[config.mk]
export PLATFORM = sky130hd
export DESIGN_NAME = chan_mask_update
export DESIGN_NICKNAME = d
export VERILOG_FILES = /design/src/rtl/mask_upd_pkg.sv /design/src/rtl/upd_reg.sv /design/src/rtl/slot_dec.sv /design/src/rtl/mask_bank.sv /design/src/rtl/chan_mask_update.sv
export SDC_FILE = /design/constraint.sdc
export NUM_CORES = 1
export LEC_CHECK = 0
export ABC_AREA = 1
export BUFFER_PORTS_ARGS = -buffer_cell sky130_fd_sc_hd__buf_2
export CAP_MARGIN = 0
export CORE_MARGIN = 1
export CORE_UTILIZATION = 30
export CTS_BUF_LIST = sky130_fd_sc_hd__clkbuf_8
export CTS_CLUSTER_DIAMETER = 30
export CTS_CLUSTER_SIZE = 16
export DETAILED_ROUTE_END_ITERATION = 10
export GPL_ROUTABILITY_DRIVEN = 0
export PLACE_DENSITY = 0.51
export SLEW_MARGIN = 0
export SYNTH_ARGS = -nofsm -noshare
export SYNTH_HDL_FRONTEND = slang
export SYNTH_HIERARCHICAL = 1
export SYNTH_SLANG_ARGS = --single-unit
[constraint.sdc]
create_clock -name clk -period 1.6 [get_ports clk]
set_input_delay 0 -clock clk [delete_from_list [all_inputs] [get_ports clk]]
set_output_delay 0 -clock clk [all_outputs]
set_load 0.005 [all_outputs]
[src/rtl/mask_upd_pkg.sv]
package mask_upd_pkg;
    localparam int CH_W   = 5;
    localparam int SLOT_W = CH_W + 3;

    typedef struct packed {
        logic [CH_W-1:0] chan;
        logic            dst;
        logic            val;
        logic            arm;
    } slot_t;

    function automatic logic [31:0] arm_bits(input int n_slots);
        logic [31:0] m;
        m = '0;
        for (int s = 0; s < n_slots; s++) m[s*SLOT_W] = 1'b1;
        return m;
    endfunction
endpackage

[src/rtl/upd_reg.sv]
module upd_reg
    import mask_upd_pkg::*;
#(
    parameter int NUM_SLOTS = 4,
    localparam int WORD_W = NUM_SLOTS * SLOT_W
) (
    input  logic              clk,
    input  logic              rst,
    input  logic              wr,
    input  logic [WORD_W-1:0] wdata,
    output logic [WORD_W-1:0] q
);
    localparam logic [WORD_W-1:0] ARM_M = WORD_W'(arm_bits(NUM_SLOTS));

    always_ff @(posedge clk) begin
        if (rst)     q <= '0;
        else if (wr) q <= wdata;
        else         q <= q & ~ARM_M;
    end

    p_arm_clear_r6: assert property (@(posedge clk) disable iff (rst)
        !wr |=> ((q & ARM_M) == '0));
    p_fields_hold_r6: assert property (@(posedge clk) disable iff (rst)
        !wr |=> ((q & ~ARM_M) == ($past(q) & ~ARM_M)));
endmodule

[src/rtl/slot_dec.sv]
module slot_dec
    import mask_upd_pkg::*;
#(
    parameter int NUM_CH = 16,
    localparam int MASK_W = 2 * NUM_CH
) (
    input  slot_t             slot,
    output logic [MASK_W-1:0] hit
);
    logic              valid;
    logic [CH_W:0]     idx;

    always_comb begin
        valid = int'(slot.chan) < NUM_CH;
        idx   = {slot.chan, slot.dst};
        hit   = (slot.arm && valid) ? (MASK_W'(1) << idx) : '0;
    end
endmodule

[src/rtl/mask_bank.sv]
module mask_bank
    import mask_upd_pkg::*;
#(
    parameter int NUM_SLOTS = 4,
    parameter int NUM_CH    = 16,
    localparam int MASK_W = 2 * NUM_CH
) (
    input  logic              clk,
    input  logic              rst,
    input  slot_t             slots [NUM_SLOTS],
    output logic [MASK_W-1:0] mask_q
);
    logic [MASK_W-1:0] hit [NUM_SLOTS];
    logic [MASK_W-1:0] any_hit;
    logic [MASK_W-1:0] nxt;

    for (genvar s = 0; s < NUM_SLOTS; s++) begin : g_dec
        slot_dec #(.NUM_CH(NUM_CH)) u_dec (.slot(slots[s]), .hit(hit[s]));

        p_onehot_r3: assert property (@(posedge clk) disable iff (rst)
            $onehot0(hit[s]));
        p_reserved_r5: assert property (@(posedge clk) disable iff (rst)
            (slots[s].arm && slots[s].chan[CH_W-1]) |-> (hit[s] == '0));
    end

    // Later slots overwrite earlier ones: highest index has priority
    always_comb begin
        nxt     = mask_q;
        any_hit = '0;
        for (int s = 0; s < NUM_SLOTS; s++) begin
            any_hit = any_hit | hit[s];
            for (int b = 0; b < MASK_W; b++)
                if (hit[s][b]) nxt[b] = slots[s].val;
        end
    end

    always_ff @(posedge clk) begin
        if (rst) mask_q <= '0;
        else     mask_q <= nxt;
    end

    p_hold_r7: assert property (@(posedge clk) disable iff (rst)
        (any_hit == '0) |=> $stable(mask_q));
    p_top_wins_r8: assert property (@(posedge clk) disable iff (rst)
        (hit[NUM_SLOTS-1] != '0) |=>
        ((mask_q & $past(hit[NUM_SLOTS-1])) ==
         ($past(slots[NUM_SLOTS-1].val) ? $past(hit[NUM_SLOTS-1]) : '0)));
endmodule

[src/rtl/chan_mask_update.sv]
module chan_mask_update
    import mask_upd_pkg::*;
#(
    parameter int NUM_SLOTS = 4,
    parameter int NUM_CH    = 16,
    localparam int WORD_W = NUM_SLOTS * SLOT_W,
    localparam int MASK_W = 2 * NUM_CH
) (
    input  logic              clk,
    input  logic              rst,
    input  logic              upd_wr,
    input  logic [WORD_W-1:0] upd_wdata,
    output logic [WORD_W-1:0] upd_rdata,
    output logic [MASK_W-1:0] mask_rdata
);
    logic [WORD_W-1:0] upd_q;
    slot_t             slots [NUM_SLOTS];

    upd_reg #(.NUM_SLOTS(NUM_SLOTS)) u_upd (
        .clk(clk), .rst(rst), .wr(upd_wr), .wdata(upd_wdata), .q(upd_q)
    );

    for (genvar s = 0; s < NUM_SLOTS; s++) begin : g_slot
        assign slots[s] = slot_t'(upd_q[s*SLOT_W +: SLOT_W]);
    end

    mask_bank #(.NUM_SLOTS(NUM_SLOTS), .NUM_CH(NUM_CH)) u_bank (
        .clk(clk), .rst(rst), .slots(slots), .mask_q(mask_rdata)
    );

    assign upd_rdata = upd_q;

    p_no_arm_no_change_r7: assert property (@(posedge clk) disable iff (rst)
        ((upd_q & WORD_W'(arm_bits(NUM_SLOTS))) == '0) |=> $stable(mask_rdata));
endmodule

==> summary.md <==
| Metric | Value |
|---|---|
| Total Routing Usage GR | `22.5%` |
| Cell Chain, Critical Path | `inv_1, nor2_4, nand2_2, nor2_1, inv_1, nand3_1, nand2_1, a21oi_2` |
| CTS Buf Count | `9` |
| Max stage delay on crit path | `0.33 ns` |
| Reg2Reg Depth | `8` |
| Clock share of power | `37.0%` |
| Final antenna-violating net count | `0` |
| Leak pwr | `2.50 nW` |
| Max Cap Viol | `0` |
| Multiplexer area fraction after synthesis | `0%` |
| Slack of the critical path | `0.133 ns` |
| Layout Skew | `0.0122 ns` |
| Sink Count | `64` |
| Grt ovf | `0` |
| Layout Cells excl Fill | `1,194` |
| Critical path class | `flip-flop to flip-flop` |
| Fin. Hold Viols | `0` |
| Post-Syn Nets | `883` |
| Unique cell type count in the Yosys netlist | `17` |
| Slowest stage cell, crit path | `dfxtp_1` |
| Cells after Synth | `848` |
| Hpwl dp | `11.6 mm` |
| ANT cells | `0` |
| Crit end category | `flip-flop` |
| Syn Area/Cell | `5.65 µm²` |
| Nets | `1,013` |
| Final instance area | `6170 µm²` |
| Initial DRC count | `387` |
| Hold Crit Class | `input pin to flip-flop` |
| Peak VDD IR | `0.438 mV` |
| Clock latency on the worst-skew pair | `0.39 ns` |
| Die Area | `16,500 µm²` |
| CP most frequent cell | `inv_1` |
| Power Dens Cells | `656 nW/µm²` |
| Outcome | `complete, no violations` |
| WP depth | `8` |
| Final core utilization | `40.0%` |
| Fin. max-slew vios | `0` |
| Top layer in use | `met4` |
| Max Root-Sink Buffers | `2` |
| Top-Level Pins | `99` |
| Vias | `5,618` |
| Int Pwr | `2.69 mW` |
| Xor and xnor fraction of the mapped netlist area | `0%` |
| Largest net degree at the start of global routing | `58` |
| Share of power burned in registers | `42.9%` |
| # setup viols final | `0` |
| Postcts setup bufs | `0` |
| Placed cell areas | `5630 µm²` |
| Die W | `128 µm` |
| Synth top area share | `26.7%` |
| Initial antenna violation count | `0` |
| R2r endpoint | `u_bank/mask_q[26]` |
| DP Worst Slack | `0.137 ns` |
| Final period utilization | `91.7%` |
| Final hold slack | `0.0407 ns` |
| DIE HEIGHT | `128 µm` |
| Vias in the first global route | `5,356` |
| Simple-gate share of the synthesized area | `40.5%` |
| CTS tree | `yes` |
| Crit path to | `u_bank/mask_q[26]` |
| Combinational cell fraction of total power | `20.1%` |
| Yosys reg bits | `64` |
| Clk pin slew, worst setup/hold paths | `0.09 ns` |
| 1st-pass router iterations | `5` |
| H-Tree Depth | `3` |
| Tmin final | `1.47 ns` |
| Sequential area share after synthesis | `26.7%` |
| Crit path buffers/inverters | `2` |
| Met3 wire len | `1.11 mm` |
| Fmax | `0.682 GHz` |
| Wire length per cell | `14.8 µm` |
| Via/cell ratio | `4.71` |
| Top delay family on crit path | `simple AND/OR/NAND/NOR gates` |
| Total Routed Length | `17.6 mm` |
| Critical Path Start Type | `flip-flop` |
| Met1 Routed Length | `7.87 mm` |
| Worst Tran Pin Value | `0.491 ns` |
| Synth area leader | `dfxtp_1` |
| Fillers | `1,780` |
| Share of layout cells above drive strength 1 | `21.7%` |
| R2r startpoint | `u_upd/q[8]` |
| Largest family of logic cells by synthesized area | `simple AND/OR/NAND/NOR gates` |
| PortBufs | `98` |
| Core area | `15,400 µm²` |
| DRC | `0` |
| Area delta synth->final | `28.7%` |
| Critical Path Source | `u_upd/q[8]` |
| Met2 routed WL | `8.31 mm` |
| Tot Pwr | `4.05 mW` |
| Slew HR | `67.2%` |
| Crit path DAT | `1.80 ns` |
| Worst-path maximum fanout | `16` |
| First-pass GRT wire length | `28.2 mm` |
| Initial Utilization | `31.1%` |
| Psw | `1.36 mW` |
| Compound-Gate Fraction of Synth Area | `15.7%` |
| Sw Share | `33.6%` |
| WP data required | `1.93 ns` |
| Clock Tree Root | `clkbuf_8` |
| Synth Area in Adders | `0%` |
| Synth top area cells | `dfxtp_1 (27%), nor2_1 (15%), nand2_1 (12%)` |
| DP Cell Count | `1,146` |
| Placement Rows | `45` |
| Post-Syn Area | `4790 µm²` |
| Unrepaired setup endpoints after global routing | `false` |
| Yosys warning count | `6` |
| R2R Setup Slk | `0.13 ns` |
| Post-route setup TNS | `0 ns` |
-- power groups by stage --
| stage | registers [mW] | logic, mW | clock network [mW] |
|---|---|---|---|
| 6_report | 1.74 | 0.812 | 1.50 |
| 2_1_floorplan | 1.76 | 0.407 | 0 |
| 3_5_place_dp | 1.77 | 0.739 | 0 |
| 5_1_grt | 1.75 | 0.892 | 1.61 |
| 4_1_cts | 1.74 | 0.800 | 1.55 |
| 3_3_place_gp | 1.77 | 0.740 | 0 |
-- worst register-to-register path, stage by stage (launching register included) --
cell	delay [ns]
dfxtp_1	0.33
inv_1	0.06
nor2_4	0.11
nand2_2	0.31
nor2_1	0.29
inv_1	0.06
nand3_1	0.08
nand2_1	0.06
a21oi_2	0.11
-- how the worst min path moves through the flow --
stage	slack (ns)	cells past startpoint	to	startpoint
2_1_floorplan	0.11	2	u_upd/q[0]	upd_wdata[0]
3_3_place_gp	0.22	3	u_upd/q[24]	upd_wdata[24]
3_5_place_dp	0.22	3	u_upd/q[16]	upd_wdata[16]
4_1_cts	0.03	4	u_upd/q[15]	rst
5_1_grt	0.08	4	u_upd/q[12]	rst
6_report	0.04	4	u_upd/q[14]	rst
-- state kept, by name, summed over array words and instances, names as in the netlist --
signal and count:
u_bank/mask_q 32, u_upd/q 32
-- cell usage in the layout, fill, tap and decap left out, drive strengths merged --
master,Yosys,layout
nor2,204,204
nand2,161,161
inv,155,155
buf,34,127
a21oi,96,96
nand3,80,80
dfxtp,64,64
dlygate4sd3,0,32
o21ai,32,32
nand4,16,16
clkbuf,6,9
clkinv,0,4
clkinvlp,0,2
bufinv,0,1
-- cells in the mapped netlist, drive strengths merged --
| library cell | n |
|---|---|
| nor2 | 204 |
| nand3 | 80 |
| nand2 | 161 |
| a21oi | 96 |
| buf | 34 |
| inv | 155 |
| dfxtp | 64 |
| clkbuf | 6 |
| o21ai | 32 |
| nand4 | 16 |
-- kinds of logic (layout without fill, tap and decap cells) --
family	Yosys count	count (layout)
flip-flops	64	64
buffers and inverters	195	330
AND/OR/NAND/NOR	461	461
AO/OA/AOI/OAI	128	128
-- final cells by class --
class,instances,area [µm²],area share (%)
clock inverter,7,72.6,1.18
inverter,155,582,9.43
clock buffer,9,124,2.01
multi-input combinational,589,2720,44.0
timing repair buffer,159,1130,18.3
sequential,64,1280,20.8
tap,211,264,4.28
-- per-layer routing --
metal  vias to the layer above  global-route usage [%]
met3                        27                    4.49
met2                       180                    38.0
met4                         0                    8.37
met5                         -                       0
met1                      2538                    28.1
li1                       2873                       -
-- repair_timing --
item | CTS | global route
endpoints found under the hold margin | 32 | 0
hold buffers | 32 | 0
endpoints found under the setup margin | 0 | 13
gates resized for setup | 0 | 8
Note: power is estimated with default switching activity, not from simulation.
